===== config.mk =====
export PLATFORM = sky130hd
export DESIGN_NAME = sup_reset_ctrl
export DESIGN_NICKNAME = d
export VERILOG_FILES = /design/src/rtl/sup_pkg.sv /design/src/rtl/sup_sync.sv /design/src/rtl/sup_wdog.sv /design/src/rtl/sup_recovery.sv /design/src/rtl/sup_reset_ctrl.sv
export SDC_FILE = /design/constraint.sdc
export NUM_CORES = 1
export LEC_CHECK = 0
export CORE_AREA = 4 4 50 52
export CTS_CLUSTER_SIZE = 28
export DETAILED_ROUTE_END_ITERATION = 16
export DIE_AREA = 0 0 54 56
export GPL_TIMING_DRIVEN = 0
export PLACE_DENSITY = 0.44
export SYNTH_ARGS = -nofsm -noshare
export SYNTH_HDL_FRONTEND = slang
export SYNTH_SLANG_ARGS = --single-unit

===== constraint.sdc =====
create_clock -name clk -period 2.5 [get_ports clk]
set_input_delay 0.375 -clock clk [delete_from_list [all_inputs] [get_ports clk]]
set_output_delay 0.375 -clock clk [all_outputs]
set_load 0.02 [all_outputs]

===== src/rtl/sup_pkg.sv =====
package sup_pkg;
  // Individual reset causes as seen by the recovery stage.
  typedef struct packed {
    logic supply_bad;
    logic button;
    logic wd_expire;
  } cause_t;

  // Reset values of the synchronizer lanes: bit 0 button (idle high), bit 1 strobe.
  localparam logic [1:0] SYNC_IDLE = 2'b01;
  localparam int SYNC_LANES = 2;
endpackage


===== src/rtl/sup_sync.sv =====
module sup_sync #(
  parameter int WIDTH = 2,
  parameter logic [WIDTH-1:0] IDLE = '0
) (
  input  logic             clk,
  input  logic             arst_n,
  input  logic [WIDTH-1:0] din,
  output logic [WIDTH-1:0] dout
);
  logic [WIDTH-1:0] meta_q;
  logic [WIDTH-1:0] sync_q;

  for (genvar i = 0; i < WIDTH; i++) begin : g_lane
    always_ff @(posedge clk or negedge arst_n) begin
      if (!arst_n) begin
        meta_q[i] <= IDLE[i];
        sync_q[i] <= IDLE[i];
      end else begin
        meta_q[i] <= din[i];
        sync_q[i] <= meta_q[i];
      end
    end
  end

  assign dout = sync_q;
endmodule


===== src/rtl/sup_wdog.sv =====
module sup_wdog #(
  parameter int TIMEOUT = 16
) (
  input  logic clk,
  input  logic arst_n,
  input  logic strobe_s,
  input  logic enable,
  input  logic hold_clr,
  output logic expire
);
  localparam int CW = $clog2(TIMEOUT + 1);
  localparam logic [CW-1:0] LAST = CW'(TIMEOUT - 1);

  logic          prev_q;
  logic [CW-1:0] cnt_q, cnt_d;
  logic          edge_seen, clear, cnt_en;

  // next-state logic
  always_comb begin
    edge_seen = strobe_s ^ prev_q;
    expire    = enable & ~hold_clr & ~edge_seen & (cnt_q == LAST);
    clear     = ~enable | hold_clr | edge_seen | expire;
    cnt_en    = clear | (cnt_q != LAST);
    cnt_d     = clear ? '0 : cnt_q + CW'(1);
  end

  // registers
  always_ff @(posedge clk or negedge arst_n) begin
    if (!arst_n) begin
      prev_q <= 1'b0;
      cnt_q  <= '0;
    end else begin
      prev_q <= strobe_s;
      if (cnt_en) cnt_q <= cnt_d;
    end
  end
endmodule


===== src/rtl/sup_recovery.sv =====
module sup_recovery #(
  parameter int RECOVERY = 8
) (
  input  logic clk,
  input  logic arst_n,
  input  logic reload,
  output logic active
);
  localparam int CW = $clog2(RECOVERY + 1);
  localparam logic [CW-1:0] FULL = CW'(RECOVERY);

  logic [CW-1:0] cnt_q, cnt_d;
  logic          cnt_en;

  // next-state logic
  always_comb begin
    active = (cnt_q != '0);
    cnt_en = reload | active;
    cnt_d  = reload ? FULL : cnt_q - CW'(1);
  end

  // registers: controller reset loads a full recovery interval
  always_ff @(posedge clk or negedge arst_n) begin
    if (!arst_n)     cnt_q <= FULL;
    else if (cnt_en) cnt_q <= cnt_d;
  end
endmodule


===== src/rtl/sup_reset_ctrl.sv =====
module sup_reset_ctrl
  import sup_pkg::*;
#(
  parameter int WD_CYCLES  = 16,
  parameter int REC_CYCLES = 8
) (
  input  logic clk,
  input  logic arst_n,
  input  logic supply_ok,
  input  logic btn_n,
  input  logic wd_strobe,
  input  logic wd_en,
  output logic rst_n_o,
  output logic rst_o
);
  logic [SYNC_LANES-1:0] raw, synced;
  cause_t                cause;
  logic                  in_reset;
  logic                  expire;

  assign raw = {wd_strobe, btn_n};

  sup_sync #(.WIDTH(SYNC_LANES), .IDLE(SYNC_IDLE)) sync_i (
    .clk    (clk),
    .arst_n (arst_n),
    .din    (raw),
    .dout   (synced)
  );

  sup_wdog #(.TIMEOUT(WD_CYCLES)) wdog_i (
    .clk      (clk),
    .arst_n   (arst_n),
    .strobe_s (synced[1]),
    .enable   (wd_en),
    .hold_clr (in_reset),
    .expire   (expire)
  );

  always_comb begin
    cause.supply_bad = ~supply_ok;
    cause.button     = ~synced[0];
    cause.wd_expire  = expire;
  end

  sup_recovery #(.RECOVERY(REC_CYCLES)) rec_i (
    .clk    (clk),
    .arst_n (arst_n),
    .reload (|cause),
    .active (in_reset)
  );

  assign rst_n_o = ~in_reset;
  assign rst_o   = in_reset;
endmodule


* Word level (Yosys, flattened, before mapping) *
Index checks and enable logic that the tools add are counted.

operators by class
  add/sub/neg operators = 2
  equality and inequality tests = 2
  muxes and demuxes = 2
  bitwise operators = 14
  reductions and logical operators = 2

operators by type and width
  operator                                                               number
  5-bit by 1-bit adder with 5-bit output, second input constant          1
  5-bit by 4-bit equality test with 1-bit output, second input constant  1
  5-bit 2-to-1 mux                                                       1
  5-bit by 4-bit != test with 1-bit output, second input constant        1
  1-bit NOT                                                              5
  1-bit bitwise OR                                                       5
  4-bit 2-to-1 mux                                                       1
  4-bit nonzero test                                                     1
  4-bit by 1-bit subtractor with 4-bit output, second input constant     1
  1-bit bitwise AND                                                      3
  3-bit OR reduction                                                     1
  1-bit XOR                                                              1

word-level totals
  register bits = 14
  input port bits = 6
  output and inout port bits = 2
  word-level logic and storage cells = 29

* Logic depth before layout (Yosys ltp) *
Gate-level depths: netlist of the first run.

  depth in word-level cells = 7
  gate-level depth with buffers = 6
  gate-level depth less buffers = 6

* Modules after synthesis *
From an unflattened synthesis of the first run, not the netlist that was laid out.

second synthesis, totals
  cells, all modules = 48
  area total of the unflattened synthesis = 598.1 µm²

modules (own cells, without submodules)
  module          times used  cells an instance  area each (µm²)  seq. area each (µm²)
  sup_wdog        1           22                 265.3            150.1
  sup_recovery    1           20                 219.0            101.3
  sup_sync        1           4                  102.6            102.6
  sup_reset_ctrl  1           2                  11.3             0.0

* Worst setup path after synthesis of the first run *
OpenSTA, ideal clock, no wires.

  path type = register to output
  start point = register rec_i.cnt_q[0]
  end point = output rst_o
  arrival time = 1,250 ps
  setup slack = 875 ps
  cell stages (with the launch flop) = 5
  path buffers = 0
  cell sequence = dfrtp_1 inv_1 ha_1 nor3b_4 inv_1

between the ends
  longest elaborated chain between the ends = 1

RTL lines
  item                    RTL line              source
  start, declared         sup_recovery.sv:12    logic [CW-1:0] cnt_q, cnt_d;
  start signal, assigned  sup_recovery.sv:25    else if (cnt_en) cnt_q <= cnt_d;
  4-bit nonzero test      sup_recovery.sv:17    active = (cnt_q != '0);
  end, declared           sup_reset_ctrl.sv:14  output logic rst_o

Every way passes these cells.

* Worst setup path after layout of the first run *
Same ends and word-level chain as after synthesis.

==> impl_metrics.tcl, run 1 <==
set metrics [dict create \
    status "finished clean" \
    die-area_um2 3020 \
    clockBufferDepth 2 \
    worst_setup_path_start_kind "flop" \
    crit_chain "inv_1, ha_1, nor3b_4, inv_1, clkdlybuf4s50_1" \
    relSlewSlack_pct 59.4 \
    clock_latency_ns 0.27 \
    drt_iter0_drc 4 \
    routed_wl_um 876 \
    synth_top_area_share_pct 46.7 \
    fin_crit_ns 2.32 \
    reg2reg_from "rec_i.cnt_q[0]" \
    worst_slack_ns 0.177 \
    cts.sink_count 14 \
    setup-violations-final 0 \
    yosys_warnings 0 \
    dr.pass1.iters 2 \
    hold_class "reg -> reg" \
    vdd.ir_drop.worst_uv 255 \
    endpoint_kind "output pin" \
    p_leak_uw 0.000336 \
    netlist_area_um2 589 \
    cts_buffers 3 \
    crit_fanout 6 \
    die_h_um 56 \
    port_buffers 7 \
    diodes 0 \
    die_x_um 54 \
    tns_ns 0 \
    antenna_found_initial 0 \
    synth_area_leaders "dfrtp_1 47%, dfstp_2 13%, ha_1 8.5%" \
    nets 73 \
    period_share_pct 92.9 \
    synth_area_leader_cell "dfrtp_1" \
    num_rows 17 \
    grtUsageTotal_pct 7.23 \
    ys_ff_latch 14 \
    slew_viol_final 0 \
    clkTransAtPathRegs_ns 0.08 \
    coreArea_um2 2110 \
    power_density_nw_per_um2 616 \
    htree_levels 1 \
    worstPathArrival_ns 1.95 \
    ctsResizeCount 0 \
    pre_cts_slack_ns 0.404 \
    ys_types 15 \
    slowest_stage "clkdlybuf4s50_1" \
    tritoncts "yes" \
    total_power_uw 459 \
    cp_common_cell "inv_1" \
    overflow 0 \
    root_buffer "clkbuf_4" \
    viasPerCell 4.06 \
    drive_gt1_share_pct 17.7 \
    syn2layout_area_growth_pct 26.5 \
    hold_start "sync_i.meta_q[0]" \
    synthCells 49 \
    synth_nets 59 \
    maxCapViolCount 0 \
    fmax_mhz 431 \
    critPathLaunch "rec_i.cnt_q[0]" \
    routabilityCongestion 0.687 \
    rsz0062_at_grt "no" \
    required_ns 2.12 \
    wl_per_cell_um 9.73 \
    hpwlAfterDp_um 667 \
    worst_slew_pin_slew_ns 0.607 \
    seq_area_frac_synth_pct 60.1 \
    post-cts-setup-buffers 0 \
    drc_errors 0 \
    grt_max_degree 15 \
    grt_pass1_vias 360 \
    dpl_cell_area_um2 694 \
    worstSetupPathType "reg -> out" \
    fin_skew_ns 0.00269 \
    antenna_left 0 \
    hold-worst-slack_ns 0.357 \
    grt_pass1_wl_um 1570 \
    finalHoldViolations 0 \
    ioPinCount 8 \
    start_util_pct 28.0 \
    postLayoutCellArea_um2 746 \
    hold_buffers 0 \
    slowest_delay_ns 0.55 \
    num_vias 365 \
    syn_avg_cell_area_um2 12.0 \
]
per-layer routing:
layer  part of all wire [%]  GRT usage, %
met1                     45          9.14
met2                     48          9.86
met3                    6.7          4.83
met4                      0          2.14
met5                      0             0
worst max-delay path, delay by kind of cell (launching register included):
kind | cells | cell delay, ns
buf+inv | 3 | 0.79
flops | 1 | 0.40
simple gates | 1 | 0.30
fa+ha+maj | 1 | 0.18
power breakdown:
part / switching, uW / internal, uW
Sequential: 7.19 / 238
Clock: 70.6 / 88.5
Combinational: 25.7 / 29.1
path summary, 6_finish.rpt:
| path | to | slack [ns] | cells past startpoint |
|---|---|---|---|
| setup / recovery | rst_o | 0.18 | 5 |
| max in group asynchronous | sync_i.meta_q[1] | 1.63 | 1 |
| hold reg to reg | sync_i.dout[0] | 0.36 | 0 |
| min in group asynchronous | wdog_i.cnt_q[3] | 0.48 | 1 |
| setup reg to reg | wdog_i.cnt_q[2] | 0.88 | 7 |
| hold / removal | sync_i.dout[0] | 0.36 | 0 |
cell usage after synthesis:
cell / number
nand3_1: 1
a41oi_1: 1
nor3b_4: 1
and3_1: 3
dfstp_2: 3
xor2_1: 1
ha_1: 4
nand4b_2: 1
dfrtp_1: 11
xnor2_1: 3
inv_1: 5
nor2_1: 6
mux2i_1: 1
nand2_1: 6
nor3_1: 2
state kept, by name, indices dropped and copies added, names as in the netlist:
name           count
sync_i.dout        2
wdog_i.cnt_q       5
sync_i.meta_q      2
wdog_i.prev_q      1
rec_i.cnt_q        4
cells in the final DEF (no fill, tap or decap), types with 3 or more instances in the layout:
cell and instances:
dfrtp_1 11, clkdlybuf4s50_1 7, nor2_1 6, nand2_1 6, inv_1 5, ha_1 4, and3_1 3, xnor2_1 3
clkbuf_4 3, dfstp_2 3
area by class of cell:
cell class / count / area [um2]
clock buffers: 4 / 36.3
repair buffers: 9 / 85.1
flip-flops and latches: 14 / 354
well taps: 28 / 35.0
inverters: 5 / 18.8
multi-input cells: 30 / 216
fillers: 202 / 1360
cell families (layout without fill, tap and decap cells):
logic type      count (synthesis)  in the layout  share of synthesized area, %
simple gates                   20             20                          19.1
flops                          14             14                          60.1
buf+inv                         5             18                          3.19
fa+ha+maj                       4              4                          8.49
xor+xnor                        4              4                          5.95
compound gates                  1              1                          1.49
mux                             1              1                          1.70
through the flow:
step                      cells  util [%]
after floorplan              49         -
after global placement       84      33.0
after detailed placement     84      33.0
after CTS                    88      34.7
after global routing         90      35.4
final                        90      35.4
Power figures use the tool's default switching activity.
==> inputs of run 2 (changes only) <==
CAP_MARGIN = 10   (was not set)
CELL_PAD_IN_SITES_DETAIL_PLACEMENT = 0   (was not set)
CELL_PAD_IN_SITES_GLOBAL_PLACEMENT = 1   (was not set)
PLACE_DENSITY = 0.52   (was 0.44)
REMOVE_ABC_BUFFERS = 1   (was not set)
==> run 2 against run 1 <==
Sequential share of layout area grew 0.65 points; critical path type unchanged; critical endpoint unchanged; largest cell class unchanged; clock skew grew 0.0047 ns; register-to-register slack gained 0.09 ns.
==> impl_metrics.tcl, run 2 (synthesis gave the netlist of run 1 again) <==
set metrics [dict create \
    combPwrFrac_pct 12.7 \
    p_leak_uw 0.000330 \
    nets 73 \
    num_vias 368 \
    drive_gt1_share_pct 16.1 \
    grtUsageTotal_pct 6.80 \
    die_x_um 54 \
    coreArea_um2 2110 \
    p_sw_share_pct 23.4 \
    num_rows 17 \
    use_met1_pct 9.29 \
    slowest_delay_ns 0.54 \
    grt_max_degree 15 \
    clkTransAtPathRegs_ns 0.07 \
    setup-violations-final 0 \
    rsz0062_at_grt "no" \
    dpl_cell_area_um2 694 \
    status "finished clean" \
    seq_power_share_pct 57.1 \
    clockBufferDepth 2 \
    root_buffer "clkbuf_4" \
    fin_skew_ns 0.00737 \
    antenna_found_initial 0 \
    period_share_pct 88.4 \
    slew_viol_final 0 \
    tns_ns 0 \
    regMostFlops "wdog_i.cnt_q" \
    grt_pass1_wl_um 1450 \
    routabilityCongestion 0.648 \
    maxCapViolCount 0 \
    routed_wl_um 831 \
    drt_iter0_drc 1 \
    clock_latency_ns 0.27 \
    cts_buffers 3 \
    cts.sink_count 14 \
    required_ns 2.12 \
    htree_levels 1 \
    hpwlAfterDp_um 627 \
    p_sw_uw 101 \
    slowest_stage "clkdlybuf4s50_1" \
    ioPinCount 8 \
    crit_chain "inv_1, ha_1, nor3b_4, inv_1, clkdlybuf4s50_1" \
    wl_per_cell_um 9.23 \
    port_buffers 7 \
    die-area_um2 3020 \
    relSlewSlack_pct 59.6 \
    worstSetupPathType "reg -> out" \
    vdd.ir_drop.worst_uv 319 \
    antenna_left 0 \
    p_clk_share_pct 30.2 \
    worst_setup_path_start_kind "flop" \
    post-cts-setup-buffers 0 \
    start_util_pct 28.0 \
    tritoncts "yes" \
    gr-usage-met2_pct 8.30 \
    endpoint_kind "output pin" \
    largest_reg_flops 5 \
    worst_slew_pin_slew_ns 0.604 \
    multi_input_area_um2 216 \
    overflow 0 \
    ctsResizeCount 0 \
    drc_errors 0 \
    use_met3_pct 1.61 \
    fin_crit_ns 2.21 \
    syn2layout_area_growth_pct 24.8 \
    viasPerCell 4.09 \
    final_common_cell "dfrtp_1" \
    grt_pass1_vias 333 \
    die_h_um 56 \
    hold_buffers 0 \
    diodes 0 \
    postLayoutCellArea_um2 736 \
    power_density_nw_per_um2 584 \
    worstPathArrival_ns 1.84 \
    top_usage_layer "met1" \
    dr.pass1.iters 4 \
    fill_cells 214 \
    hold_class "reg -> reg" \
    intPower_uw 329 \
    mostFrequentLayoutCells "11 x dfrtp_1, 7 x clkdlybuf4s50_1, 6 x nor2_1, 6 x nand2_1, 5 x inv_1" \
    fmax_mhz 452 \
    cp_common_cell "inv_1" \
    reg.largest.list "wdog_i.cnt_q (5), rec_i.cnt_q (4)" \
    regArea_um2 354 \
    finalHoldViolations 0 \
    crit_fanout 4 \
]
run 2: cell counts in the layout (fill, tap and decap cells not counted):
No cell type changed its count.
run 2: worst paths after layout:
kind,start,end,slack [ns],depth (start not counted)
setup / recovery,rec_i.cnt_q[0],rst_o,0.29,5
hold / removal,sync_i.meta_q[1],sync_i.dout[1],0.36,0
setup reg to reg,rec_i.cnt_q[0],rec_i.cnt_q[0],0.97,6
hold reg to reg,sync_i.meta_q[1],sync_i.dout[1],0.36,0
max in group asynchronous,arst_n,rec_i.cnt_q[0],1.63,1
min in group asynchronous,arst_n,wdog_i.cnt_q[2],0.47,1
run 2: metal layers:
layer	vias to the layer above	routed length, um
li1	185	-
met1	170	402
met2	9	367
met3	4	37
met4	0	23
met5	-	0
run 2: power by group through the flow:
| stage | combinational (uW) | sequential, uW | clock (uW) |
|---|---|---|---|
| 2_1_floorplan | 31.0 | 249 | 0 |
| 3_3_place_gp | 53.3 | 250 | 0 |
| 3_5_place_dp | 52.3 | 250 | 0 |
| 4_1_cts | 52.6 | 246 | 138 |
| 5_1_grt | 62.5 | 247 | 145 |
| 6_report | 54.6 | 245 | 130 |
run 2: per-stage QoR:
step,hold slack [ns],cells,setup WS (ns),utilization [%],total power (uW)
2_1_floorplan,0.0794,49,0.875,-,280
3_3_place_gp,0.332,84,0.405,33.0,303
3_5_place_dp,0.341,84,0.445,33.0,302
4_1_cts,0.358,88,0.133,34.2,436
5_1_grt,0.361,90,0.141,34.9,455
6_report,0.356,90,0.289,34.9,430
run 2: worst max-delay path, delay by kind of cell, from the launching register on:
family                     cells  cell delay, ns
buffers and inverters          3            0.75
and+or+nand+nor                1            0.24
DFF                            1            0.40
adders and majority gates      1            0.17
run 2: layout make-up:
| class | count | area share [%] |
|---|---|---|
| Timing Repair Buffer | 9 | 11.6 |
| Tap cell | 28 | 4.76 |
| Sequential cell | 14 | 48.1 |
| Clock buffer | 4 | 3.57 |
| Multi-Input combinational cell | 30 | 29.4 |
| Inverter | 5 | 2.55 |
==> inputs of run 3 (changes only) <==
CORE_AREA = 2 2 48 50   (was 4 4 50 52)
DIE_AREA = 0 0 50 52   (was 0 0 54 56)
==> run 3 against run 2 <==
Design area is 2.0% lower; cell count is 2.2% lower; first-iteration DRC count grew to 7.0 times the previous value; clock power hardly changed; flip-flop and latch count stayed put; worst hold slack better by 0.0010 ns; die area is 14% lower; non-clock buffer count is 2 lower; register-to-register slack hardly changed; global-route usage is 1.5 points higher; setup slack worse by 0.15 ns; clock skew is 0.0018 ns lower; largest cell class unchanged; highest routed layer unchanged.
==> impl_metrics.tcl, run 3 (synthesis gave the netlist of run 1 again) <==
set metrics [dict create \
    status "finished clean" \
    power_density_nw_per_um2 593 \
    worstSetupPathType "reg -> out" \
    drt_iter0_drc 7 \
    grtUsageTotal_pct 8.30 \
    htree_levels 1 \
    worst_slew_pin_slew_ns 0.619 \
    period_share_pct 94.6 \
    worst_setup_path_start_kind "flop" \
    fill_cells 216 \
    relSlewSlack_pct 58.6 \
    diodes 0 \
    die-area_um2 2600 \
    hold_path_depth 0 \
    endpoint_kind "output pin" \
    fmax_mhz 423 \
    port_buffers 7 \
    crit_fanout 7 \
    fin_skew_ns 0.00557 \
    regArea_um2 354 \
    p_leak_uw 0.000319 \
    routabilityCongestion 0.669 \
    root_buffer "clkbuf_4" \
    drive_gt1_share_pct 13.3 \
    num_rows 17 \
    hold_buffers 0 \
    pre_cts_slack_ns 0.411 \
    worst_slack_ns 0.134 \
    maxCapViolCount 0 \
    tritoncts "yes" \
    nets 71 \
    mostFrequentLayoutCells "11 x dfrtp_1, 7 x clkdlybuf4s50_1, 6 x nor2_1, 6 x nand2_1, 5 x inv_1" \
    required_ns 2.12 \
    final_common_cell "dfrtp_1" \
    place_inst 84 \
    post-cts-setup-buffers 0 \
    post-route-util_pct 34.2 \
    vdd.ir_drop.worst_uv 310 \
    instances_no_fill 88 \
    wl_per_cell_um 10.0 \
    cts_buffers 3 \
    start_util_pct 28.0 \
    overflow 0 \
    grt_pass1_vias 365 \
    ioPinCount 8 \
    multi_input_area_um2 216 \
    die_h_um 52 \
    routed_wl_um 881 \
    finalHoldViolations 0 \
    fin_crit_ns 2.37 \
    clock_latency_ns 0.27 \
    reg.largest.list "wdog_i.cnt_q (5), rec_i.cnt_q (4)" \
    setup-violations-final 0 \
    worstPathArrival_ns 1.99 \
    reg2reg_from "rec_i.cnt_q[0]" \
    antenna_found_initial 0 \
    viasPerCell 4.01 \
    num_vias 353 \
    r2r_setup_slack_ns 0.96 \
    hold_start "sync_i.meta_q[0]" \
    ctsResizeCount 0 \
    rsz0062_at_grt "no" \
    cts.sink_count 14 \
    grt_pass1_wl_um 1550 \
    tns_ns 0 \
    hold_class "reg -> reg" \
    largest_reg_flops 5 \
    syn2layout_area_growth_pct 22.3 \
    drc_errors 0 \
    r2r_end "rec_i.cnt_q[0]" \
    antenna_left 0 \
    dr.pass1.iters 4 \
    coreArea_um2 2110 \
    clkTransAtPathRegs_ns 0.08 \
    regMostFlops "wdog_i.cnt_q" \
    hpwlAfterDp_um 658 \
    slew_viol_final 0 \
    min_to "sync_i.dout[0]" \
    grt_max_degree 15 \
    die_x_um 50 \
    rr_worst_depth 5 \
    clockBufferDepth 2 \
]
run 3: worst max path at each step:
stage,endpoint,cells past startpoint,from,slack [ns]
3_3_place_gp,rst_o,5,rec_i.cnt_q[0],0.41
5_1_grt,rst_o,5,rec_i.cnt_q[0],0.02
6_report,rst_o,5,rec_i.cnt_q[0],0.13
3_5_place_dp,rst_o,5,rec_i.cnt_q[0],0.41
4_1_cts,rst_o,5,rec_i.cnt_q[0],0.10
2_1_floorplan,rst_o,4,rec_i.cnt_q[0],0.88
run 3: metrics by stage:
stage	area (um2)	total power [uW]	hold slack, ns
2_1_floorplan	589	280	0.0794
3_3_place_gp	694	303	0.332
3_5_place_dp	694	303	0.343
4_1_cts	721	436	0.359
5_1_grt	721	452	0.364
6_report	721	428	0.357
run 3: area by class of cell:
cell class / instances / share of cell area (%)
clock buffers: 4 / 3.65
repair buffers: 7 / 9.72
well taps: 28 / 4.86
multi-input cells: 30 / 30.0
inverters: 5 / 2.60
flip-flops and latches: 14 / 49.1
run 3: layer usage:
metal | GRT usage [%] | vias up | part of all wire (%)
met2 | 12.5 | 8 | 47
met1 | 10.1 | 159 | 46
met5 | 0 | - | 0
met3 | 1.72 | 4 | 3.7
met4 | 6.94 | 0 | 2.8
li1 | - | 182 | -
run 3: worst max-delay path, cell delays in order (launching register included):
cell and delay (ns):
dfrtp_1 0.40, inv_1 0.10, ha_1 0.18, nor3b_4 0.35, inv_1 0.13, clkdlybuf4s50_1 0.55
run 3: power breakdown:
group / internal, uW / switching (uW)
clock network: 61.8 / 68.7
logic: 26.3 / 25.4
registers: 238 / 7.17
total: 326 / 101
